[src/rtl/spi_rxf_pkg.sv]
package spi_rxf_pkg;
  // Flag slots used by the clear-sequence tracker
  localparam int FLAG_FULL = 0;
  localparam int FLAG_OVR  = 1;
  localparam int FLAG_MODF = 2;
  localparam int NFLAG     = 3;

  typedef struct packed {
    logic modf;
    logic ovr;
    logic full;
  } rxf_flags_t;
endpackage

[src/rtl/spi_rxf_rst_sync.sv]
module spi_rxf_rst_sync #(
  parameter int STAGES = 2
) (
  input  logic clk,
  input  logic rst_n,
  output logic rst_sync_n
);
  logic [STAGES-1:0] sync_q;
  logic [STAGES-1:0] sync_d;

  always_comb begin
    sync_d = {sync_q[STAGES-2:0], 1'b1};
  end

  always_ff @(posedge clk or negedge rst_n) begin
    if (!rst_n) sync_q <= '0;
    else        sync_q <= sync_d;
  end

  assign rst_sync_n = sync_q[STAGES-1];
endmodule

[src/rtl/spi_rxf_clr_arm.sv]
// Per-flag memory of the status-read step of a clear sequence.
module spi_rxf_clr_arm #(
  parameter int N = 3
) (
  input  logic         clk,
  input  logic         rst_n,
  input  logic         capture,
  input  logic [N-1:0] flags,
  input  logic [N-1:0] consume,
  output logic [N-1:0] clr
);
  logic [N-1:0] arm_q;
  logic [N-1:0] arm_d;

  for (genvar i = 0; i < N; i++) begin : g_arm
    always_comb begin
      if (capture)         arm_d[i] = flags[i];
      else if (consume[i]) arm_d[i] = 1'b0;
      else                 arm_d[i] = arm_q[i];
    end
    assign clr[i] = arm_q[i] & consume[i];
  end

  always_ff @(posedge clk or negedge rst_n) begin
    if (!rst_n) arm_q <= '0;
    else        arm_q <= arm_d;
  end
endmodule

[src/rtl/spi_rxf_hold.sv]
// Received-byte holding register with explicit load enable.
module spi_rxf_hold #(
  parameter int W = 8
) (
  input  logic         clk,
  input  logic         rst_n,
  input  logic         load,
  input  logic [W-1:0] din,
  output logic [W-1:0] dout
);
  logic [W-1:0] q;
  logic [W-1:0] d;

  always_comb begin
    d = load ? din : q;
  end

  always_ff @(posedge clk or negedge rst_n) begin
    if (!rst_n) q <= '0;
    else        q <= d;
  end

  assign dout = q;
endmodule

[src/rtl/spi_rx_flags.sv]
module spi_rx_flags #(
  parameter int W = 8
) (
  input  logic         clk,
  input  logic         rst_n,
  input  logic         rx_done,
  input  logic [W-1:0] rx_byte,
  input  logic         ss_n,
  input  logic         master,
  input  logic         modf_en,
  input  logic         err_ie,
  input  logic         rx_ie,
  input  logic         stat_rd,
  input  logic         data_rd,
  input  logic         ctrl_wr,
  output logic [W-1:0] data_out,
  output logic         rx_full,
  output logic         overrun,
  output logic         mode_fault,
  output logic         irq
);
  import spi_rxf_pkg::*;

  logic             rst_sync_n;
  rxf_flags_t       flg_q, flg_d;
  logic             ss_q, ss_d;
  logic [NFLAG-1:0] flag_vec, consume, clr;
  logic             full_keep, accept, ovr_set, modf_set;

  spi_rxf_rst_sync #(.STAGES(2)) u_rst (
    .clk(clk), .rst_n(rst_n), .rst_sync_n(rst_sync_n)
  );

  always_comb begin
    flag_vec            = '0;
    flag_vec[FLAG_FULL] = flg_q.full;
    flag_vec[FLAG_OVR]  = flg_q.ovr;
    flag_vec[FLAG_MODF] = flg_q.modf;
    consume             = '0;
    consume[FLAG_FULL]  = data_rd;
    consume[FLAG_OVR]   = data_rd;
    consume[FLAG_MODF]  = ctrl_wr;
  end

  spi_rxf_clr_arm #(.N(NFLAG)) u_arm (
    .clk(clk), .rst_n(rst_sync_n), .capture(stat_rd),
    .flags(flag_vec), .consume(consume), .clr(clr)
  );

  // Next-state of the flags
  always_comb begin
    full_keep  = flg_q.full & ~clr[FLAG_FULL];
    accept     = rx_done & ~full_keep;
    ovr_set    = rx_done & full_keep;
    modf_set   = master & modf_en & ss_q & ~ss_n;
    flg_d.full = full_keep | accept;
    flg_d.ovr  = (flg_q.ovr & ~clr[FLAG_OVR]) | ovr_set;
    flg_d.modf = (flg_q.modf & ~clr[FLAG_MODF]) | modf_set;
    ss_d       = ss_n;
  end

  always_ff @(posedge clk or negedge rst_sync_n) begin
    if (!rst_sync_n) begin
      flg_q <= '0;
      ss_q  <= 1'b1;
    end else begin
      flg_q <= flg_d;
      ss_q  <= ss_d;
    end
  end

  spi_rxf_hold #(.W(W)) u_hold (
    .clk(clk), .rst_n(rst_sync_n), .load(accept),
    .din(rx_byte), .dout(data_out)
  );

  assign rx_full    = flg_q.full;
  assign overrun    = flg_q.ovr;
  assign mode_fault = flg_q.modf;
  assign irq        = (flg_q.full & rx_ie) | (err_ie & (flg_q.ovr | flg_q.modf));
endmodule

[config.mk]
export PLATFORM = sky130hd
export DESIGN_NAME = spi_rx_flags
export DESIGN_NICKNAME = d
export VERILOG_FILES = /design/src/rtl/spi_rxf_pkg.sv /design/src/rtl/spi_rxf_rst_sync.sv /design/src/rtl/spi_rxf_clr_arm.sv /design/src/rtl/spi_rxf_hold.sv /design/src/rtl/spi_rx_flags.sv
export SDC_FILE = /design/constraint.sdc
export NUM_CORES = 1
export LEC_CHECK = 0
export BUFFER_PORTS_ARGS = -buffer_cell sky130_fd_sc_hd__buf_2
export CAP_MARGIN = 20
export CORE_UTILIZATION = 42
export CTS_BUF_LIST = sky130_fd_sc_hd__clkbuf_8
export CTS_CLUSTER_DIAMETER = 60
export DETAILED_ROUTE_END_ITERATION = 8
export PLACE_DENSITY = 0.73
export SKIP_CTS_REPAIR_TIMING = 1
export SLEW_MARGIN = 10
export SYNTH_ARGS = -nofsm -noshare
export SYNTH_HDL_FRONTEND = slang
export SYNTH_HIERARCHICAL = 1
export SYNTH_SLANG_ARGS = --single-unit
[constraint.sdc]
create_clock -name clk -period 1.1 [get_ports clk]
set_input_delay 0.22 -clock clk [delete_from_list [all_inputs] [get_ports clk]]
set_output_delay 0.22 -clock clk [all_outputs]
set_load 0.05 [all_outputs]
Yosys cells after proc, flatten, opt, wreduce, memory -nomap -nowiden
Cells that the tools add are included.

Output and inout bits: 12. Logic and storage cells: 38. Register bits after elaboration: 17. Input port bits: 19.

Muxes and demuxes: 5. Bitwise operators: 23. Reduce and logical (&&, ||, !) cells: 2.

Operator list (number): $and 1x1->1 (13); $mux 1 (5); $not 1->1 (5); $or 1x1->1 (5); $reduce_bool 2->1 (2).

Depth between registers and ports, before layout
Gate-level depths: netlist of the first run.

Word-level depth: 6. Mapped depth: 5.

Cells and area by module
The synthesis of the first run kept the hierarchy.

By module, submodules not included: spi_rxf_hold (area an instance 331.6 um2, times used 1, cells each 17, sequential area each 200.2 um2); spi_rx_flags (area an instance 171.4 um2, times used 1, cells each 16, sequential area each 101.3 um2); spi_rxf_clr_arm (area an instance 135.1 um2, times used 1, cells each 13, sequential area each 75.1 um2); spi_rxf_rst_sync (area an instance 53.8 um2, times used 1, cells each 3, sequential area each 50.0 um2).

Least setup slack after synthesis of the first run
Ideal clock, no wire load.

Path kind: reg-to-reg. From: register flg_q, in the netlist rx_full. To: register u_hold.q[0], in the netlist u_hold/dout[0]. Setup time: 0.125 ns. Data arrival time: 1.343 ns. Buffers on the path: 1. Slack: -0.368 ns. Required time: 0.975 ns. Cell stages (with the launch flop): 5. Path through: dfrtp_1 -> nand2b_4 -> and2_4 -> buf_6 -> mux2_4.

Word-level cells in the longest chain between the ends: 3.

RTL lines: start: declaration (RTL line spi_rx_flags.sv:25) `rxf_flags_t flg_q, flg_d;`; start signal: assignment (RTL line spi_rx_flags.sv:67) `flg_q <= flg_d;`; $and 1x1->1 (RTL line spi_rx_flags.sv:52) `full_keep = flg_q.full & ~clr[FLAG_FULL];`; $not 1->1 (RTL line spi_rx_flags.sv:53) `accept = rx_done & ~full_keep;`; $and 1x1->1 (RTL line spi_rx_flags.sv:53); named net accept (RTL line spi_rx_flags.sv:28) `logic full_keep, accept, ovr_set, modf_set;`; end signal: assignment (RTL line spi_rxf_hold.sv:19) `if (!rst_n) q <= '0;`; end signal: assignment (RTL line spi_rxf_hold.sv:20) `else q <= d;`; end: declaration (RTL line spi_rxf_hold.sv:11) `logic [W-1:0] q;`.

The timed path passes the listed nets, and every way through them passes these cells. A chain may end at the register's enable or synchronous reset.

Worst setup path in the final report of the first run
From: register flg_q, in the netlist rx_full. To: output irq.

Word-level cells in the longest chain between the ends: 2.

RTL lines: $and 1x1->1 (RTL line spi_rx_flags.sv:80) `assign irq = (flg_q.full & rx_ie) | (err_ie & (flg_q.ovr | flg_q.modf));`; $or 1x1->1 (RTL line spi_rx_flags.sv:80); end: declaration (RTL line spi_rx_flags.sv:20) `output logic irq`.

No other way between the ends.

==> summary.md, run 1 <==
| Metric | Value |
|---|---|
| Status | finished, violations left |
| Failing checks | negative setup slack |
| Routed Antenna Nets | 0 |
| GRT overflow | 0 |
| TritonRoute pass-1 iters | 3 |
| TritonCTS clock tree | done |
| Share of layout cells above drive strength 1 | 65.6% |
| Via density | 4.83 |
| Setup TNS Final | -1.65 ns |
| DRT iter0 DRCs | 2 |
| Worst hold slack | 0.0722 ns |
| Io pins | 31 |
| Area of the mapped netlist | 692 um^2 |
| Buf+Inv Stages, Crit Path | 2 |
| Number of flops mapped to enable cells by yosys | 0 |
| Routed WL per cell | 12.7 um |
| Area of the multi-input gates | 256 um^2 |
| Top FF cell, synth | dfrtp_1 |
| Syn Area/Cell | 14.1 um^2 |
| CTS sink count | 17 |
| Die H | 42.6 um |
| Hold path cells | 1 |
| Clock Latency Late Sink | 0.25 ns |
| Fillers | 113 |
| Cell variety after synth | 18 |
| Fraction of registers with async set/reset | 100% |
| Vias | 512 |
| Minimum clock period | 1.28 ns |
| Worst-path fanout max | 3 |
| Final setup viols | 11 |
| Critical-path top delay cell | dfrtp_2 |
| I/O Buffers | 30 |
| Maximum VDD drop | 1.08 mV |
| Startpoint types | flop |
| CP Capture Type | output pin |
| Area growth syn-to-layout | 46.8% |
| All-Layer GR Usage | 16.0% |
| Total number of cells along the worst setup path | 4 |
| Antenna violations before repair | 0 |
| N_diodes | 0 |
| Register area | 430 um^2 |
| Crit path launch | rx_full |
| Crit share post-route | 116% |
| H-tree depth | 1 |
| PnR worst setup slack | -0.178 ns |
| Crit-path cells | buf_6 > nand2_4 > nand2_2 > buf_8 |
| Reg-to-Reg Start | rx_full |
| Dpl hpwl | 1010 um |
| RSZ-0062 raised after global routing | yes |
| Nets | 110 |
| Skew final | 0.00193 ns |
| Wire length of the first global-routing pass | 2130 um |
| Synth Register Bits | 17 |
| Most frequent cell after synthesis | dfrtp_1 |
| RePlAce Congestion | 0.758 |
| WP data required | 0.88 ns |
| CTS buffer count | 3 |
| Final WL | 1340 um |
| Core footprint | 1520 um^2 |
| Die W | 42.6 um |
| Largest cells by area after synthesis | dfrtp_1 (58%), mux2_4 (17%), dfstp_2 (3.8%) |
| CP arrival | 1.06 ns |
| Slew Viols, Final | 0 |
| Max cap viols | 0 |
| Die Footprint | 1810 um^2 |
| Hold Vio Cnt, Final | 0 |
| Pin count of the biggest net entering global routing | 11 |
| Cells after synthesis | 49 |
| F_max | 783 MHz |
| Crit-path max cell delay | 0.42 ns |
| Mapped Nets | 68 |
| Synth warn | 6 |
| Post-synth top area cell | dfrtp_1 |
| Critical path class | reg -> out |
| Top-area cell type share of the netlist area | 57.9% |
| Cell Rows | 14 |
| Synth cell count leaders | dfrtp_1 (16), mux2_4 (8), nand2_1 (4) |
| Hold Path Origin | ss_n |
| Total DRC errors in the routed layout | 0 |
| HP Class | in -> reg |
| Sequential fraction of the synthesis area | 61.7% |
| Vias in the first global route | 524 |
| Worst-path clk slew | 0.06 ns |
| Leakage Power | 0.520 nW |
| Power Density | 2070 nW/um^2 |
| CP top delay family | flip-flops |
| CTS Root Cell | clkbuf_8 |
| Initial Utilization | 45.4% |
| Worst Reg-to-Reg Cells | 4 |
| Deepest clock path buffer count | 2 |
path summary, 6_finish.rpt:
path,slack (ns),end
worst max-delay path,-0.18,irq
worst min-delay path,0.07,ss_q
worst max register to register,-0.17,u_hold/dout[4]
worst min register to register,0.14,u_arm/arm_q[1]
max in group asynchronous,0.55,u_hold/dout[7]
min in group asynchronous,0.14,u_arm/arm_q[1]
power breakdown:
group / switching [W] / internal [W]
registers: 0.0000867 / 0.000750
logic: 0.000492 / 0.000321
clock network: 0.000205 / 0.000251
total: 0.000784 / 0.00132
routing by layer:
| layer | vias to the layer above | GRT usage (%) | wire length, um |
|---|---|---|---|
| li1 | 245 | - | - |
| met1 | 253 | 18.5 | 610 |
| met2 | 11 | 26.2 | 663 |
| met3 | 3 | 5.17 | 44 |
| met4 | 0 | 8.75 | 25 |
| met5 | - | 0 | 0 |
cells in the final DEF, fill, tap and decap left out, types with 3 or more instances in the layout:
cell / count
mux2_4: 8
clkbuf_4: 6
inv_1: 3
buf_4: 10
dfrtp_1: 13
and2_1: 3
buf_2: 19
clkbuf_8: 3
dfrtp_2: 3
registers in the layout (all words and copies together), names as in the netlist:
register      cells
mode_fault        1
overrun           1
rx_full           1
ss_q              1
u_arm/arm_q       3
u_hold/dout       8
u_rst/sync_q      2
area by class of cell:
class | count | share of cell area (%)
multi-input cells | 28 | 25.2
flip-flops and latches | 17 | 42.4
clock buffers | 3 | 4.06
well taps | 16 | 1.97
clock inverters | 1 | 0.493
repair buffers | 38 | 24.8
inverters | 3 | 1.11
cells by family (layout without fill, tap and decap cells):
family / count (synthesis) / count (layout) / share of synthesized area (%)
compound gates: 6 / 6 / 5.79
buf+inv: 4 / 45 / 3.25
flops: 17 / 17 / 61.7
mux: 8 / 8 / 17.4
other cells: 1 / 1 / 0.542
simple gates: 13 / 13 / 11.4
through the flow:
step,instances,total power (W),cell area [um^2],util (%),setup slack (ns)
CTS,102,0.00204,937,61.5,-0.261
finish,106,0.00211,1020,66.7,-0.178
global placement,98,0.00156,891,58.5,-0.130
detailed placement,98,0.00158,891,58.5,-0.170
global route,106,0.00220,1020,66.7,-0.226
floorplan,49,0.00139,706,-,-0.208
Note: power is estimated with default switching activity, not from simulation.
==> run 2, diff against run 1 <==
CELL_PAD_IN_SITES_DETAIL_PLACEMENT = 1   (was unset)
CELL_PAD_IN_SITES_GLOBAL_PLACEMENT = 2   (was unset)
CORE_UTILIZATION = 32   (was 42)
PLACE_DENSITY = unset   (was 0.73)
PLACE_DENSITY_LB_ADDON = 0.1   (was unset)
==> run 2 against run 1 <==
Net effect: the run still ends with negative setup slack left; flip-flop and latch count is the same; routed wire length grew 9.7%; critical path depth is the same; cell area grew 2.6%; final cell count grew 11%; combinational power grew 2%; register-to-register slack is essentially flat; clock power grew 5.3%; hold slack gained 0.00068 ns; die area grew 30%; via count grew 1.8%; largest cell class unchanged; highest routed layer is now met3.
==> summary.md, run 2 (synthesis results as in run 1) <==
| Metric | Value |
|---|---|
| Pin count of the biggest net entering global routing | 16 (+5) |
| N_diodes | 0 (unchanged) |
| Power Density | 2050 nW/um^2 (-1.0%) |
| Hold path cells | 1 (unchanged) |
| CP arrival | 1.06 ns (about the same) |
| Reg2Reg Capture Point | u_hold/dout[0] |
| Max reg flops | 8 (unchanged) |
| CTS Root Cell | clkbuf_8 |
| H-tree depth | 1 (unchanged) |
| Setup slack, reg-to-reg | -0.16 ns (about the same) |
| DRT iter0 DRCs | 2 (unchanged) |
| HP Class | in -> reg |
| RSZ-0062 raised after global routing | yes |
| Routed WL per cell | 12.5 um (-1.4%) |
| Antenna violations before repair | 0 (unchanged) |
| CP Capture Type | output pin |
| Worst Hold End | ss_q |
| All-Layer GR Usage | 12.9% (-3.2 points) |
| Dpl hpwl | 1070 um (+5.7%) |
| Die Footprint | 2350 um^2 (+30%) |
| Total chip power | 0.00214 W (+1.6%) |
| Hold Vio Cnt, Final | 0 (unchanged) |
| Setup TNS Final | -1.67 ns (-0.0216 ns) |
| Nets | 111 (+0.91%) |
| Most frequent cells in the layout | buf_2 (19), dfrtp_1 (13), buf_4 (11), mux2_4 (8), clkbuf_4 (4) |
| Die W | 48.5 um (+14%) |
| Startpoint types | flop |
| Reg-to-Reg Start | rx_full |
| Io pins | 31 (unchanged) |
| Share of layout cells above drive strength 1 | 65.9% (+0.38 points) |
| Max cap viols | 0 (unchanged) |
| Worst-path fanout max | 3 (unchanged) |
| Hold Path Origin | ss_n |
| Critical path class | reg -> out |
| Crit share post-route | 116% (+0.27 points) |
| PnR worst setup slack | -0.181 ns (-0.00296 ns) |
| Fin cells | 118 (+11%) |
| Dpl cell area | 905 um^2 (+1.5%) |
| Core footprint | 2000 um^2 (+31%) |
| Wire length of the first global-routing pass | 2300 um (+8.4%) |
| CTS buffer count | 3 (unchanged) |
| F_max | 781 MHz (-0.23%) |
| TritonRoute pass-1 iters | 4 (+1) |
| Clock Latency Late Sink | 0.25 ns (about the same) |
| Fillers | 225 (+99%) |
| Total DRC errors in the routed layout | 0 (unchanged) |
| CTS sink count | 17 (unchanged) |
| Final setup viols | 12 (+1) |
| GRT overflow | 0 (unchanged) |
| Vias | 521 (+1.8%) |
| Die H | 48.5 um (+14%) |
| Final WL | 1480 um (+9.7%) |
| Worst-path clk slew | 0.07 ns (about the same) |
| Dpl cells | 109 (+11%) |
| Cell Rows | 16 (+2) |
| Maximum VDD drop | 0.808 mV (-25%) |
| Slew Viols, Final | 0 (unchanged) |
| Routed Antenna Nets | 0 (unchanged) |
| Commonest non-fill, non-tap cell in the layout | buf_2 |
| WP data required | 0.88 ns (about the same) |
| Status | finished, violations left |
| I/O Buffers | 30 (unchanged) |
| RePlAce Congestion | 0.711 (-6.2%) |
| Via density | 4.42 (-8.6%) |
| Vias in the first global route | 524 (unchanged) |
| TritonCTS clock tree | done |
| Finished layout cell area | 1040 um^2 (+2.6%) |
| Skew final | 0.00378 ns (+0.00186 ns) |
| Area growth syn-to-layout | 50.6% |
| Deepest clock path buffer count | 2 (unchanged) |
| Minimum clock period | 1.28 ns (+0.00296 ns) |
| Leakage Power | 0.522 nW (+0.35%) |
| Worst Reg-to-Reg Cells | 4 (unchanged) |
| Initial Utilization | 34.6% (-11 points) |
| Failing checks | negative setup slack |
[run 2: cell types whose count changed in the layout (fill, tap and decap cells not counted)]
cell | previous run | this run
buf_4 | 10 | 11
nand2_2 | 1 | 2
clkbuf_4 | 6 | 4
buf_6 | 1 | 3
clkinv_2 | 1 | 0
clkinvlp_4 | 0 | 1
nand2_4 | 1 | 0
[run 2: final cells by class]
cell class	count	area, um^2	area share, %
clock buffer	3	41.3	3.96
clock inverter	1	7.51	0.720
inverter	3	11.3	1.08
multi-input combinational	28	251	24.1
sequential	17	430	41.3
tap	27	33.8	3.24
timing repair buffer	39	267	25.6
[run 2: per-layer routing]
metal,vias up,routed length [um],track usage (%)
li1,245,-,-
met1,259,669,16.2
met2,17,733,21.4
met3,0,72,3.46
met4,0,0,4.41
met5,-,0,0
[run 2: through the flow]
step,hold WS (ns),utilization (%),setup slack [ns]
floorplan,-0.0756,-,-0.208
global route,0.0557,52.1,-0.234
finish,0.0729,52.1,-0.181
global placement,0.00417,45.2,-0.133
CTS,-0.264,47.6,-0.281
detailed placement,0.00665,45.2,-0.165
[run 2: worst max-delay path: stages (launching register included)]
cell	delay [ns]
dfrtp_2	0.42
buf_6	0.13
nand2_2	0.06
nand2_2	0.06
buf_8	0.15
[run 2: how the worst max path moves through the flow]
stage                    from              to  slack (ns)  cells past startpoint
2_1_floorplan         rx_full  u_hold/dout[0]       -0.21                      4
3_3_place_gp   u_arm/arm_q[0]  u_hold/dout[7]       -0.13                      4
3_5_place_dp   u_arm/arm_q[0]  u_hold/dout[6]       -0.17                      4
4_1_cts               rx_full             irq       -0.28                      4
5_1_grt               rx_full             irq       -0.23                      4
6_report              rx_full             irq       -0.18                      4
[run 2: where the power goes]
group / total [W] / switching, W / internal [W]
Sequential: 0.000827 / 0.0000786 / 0.000749
Clock: 0.000480 / 0.000225 / 0.000254
Combinational: 0.000831 / 0.000499 / 0.000332
Total: 0.00214 / 0.000803 / 0.00134
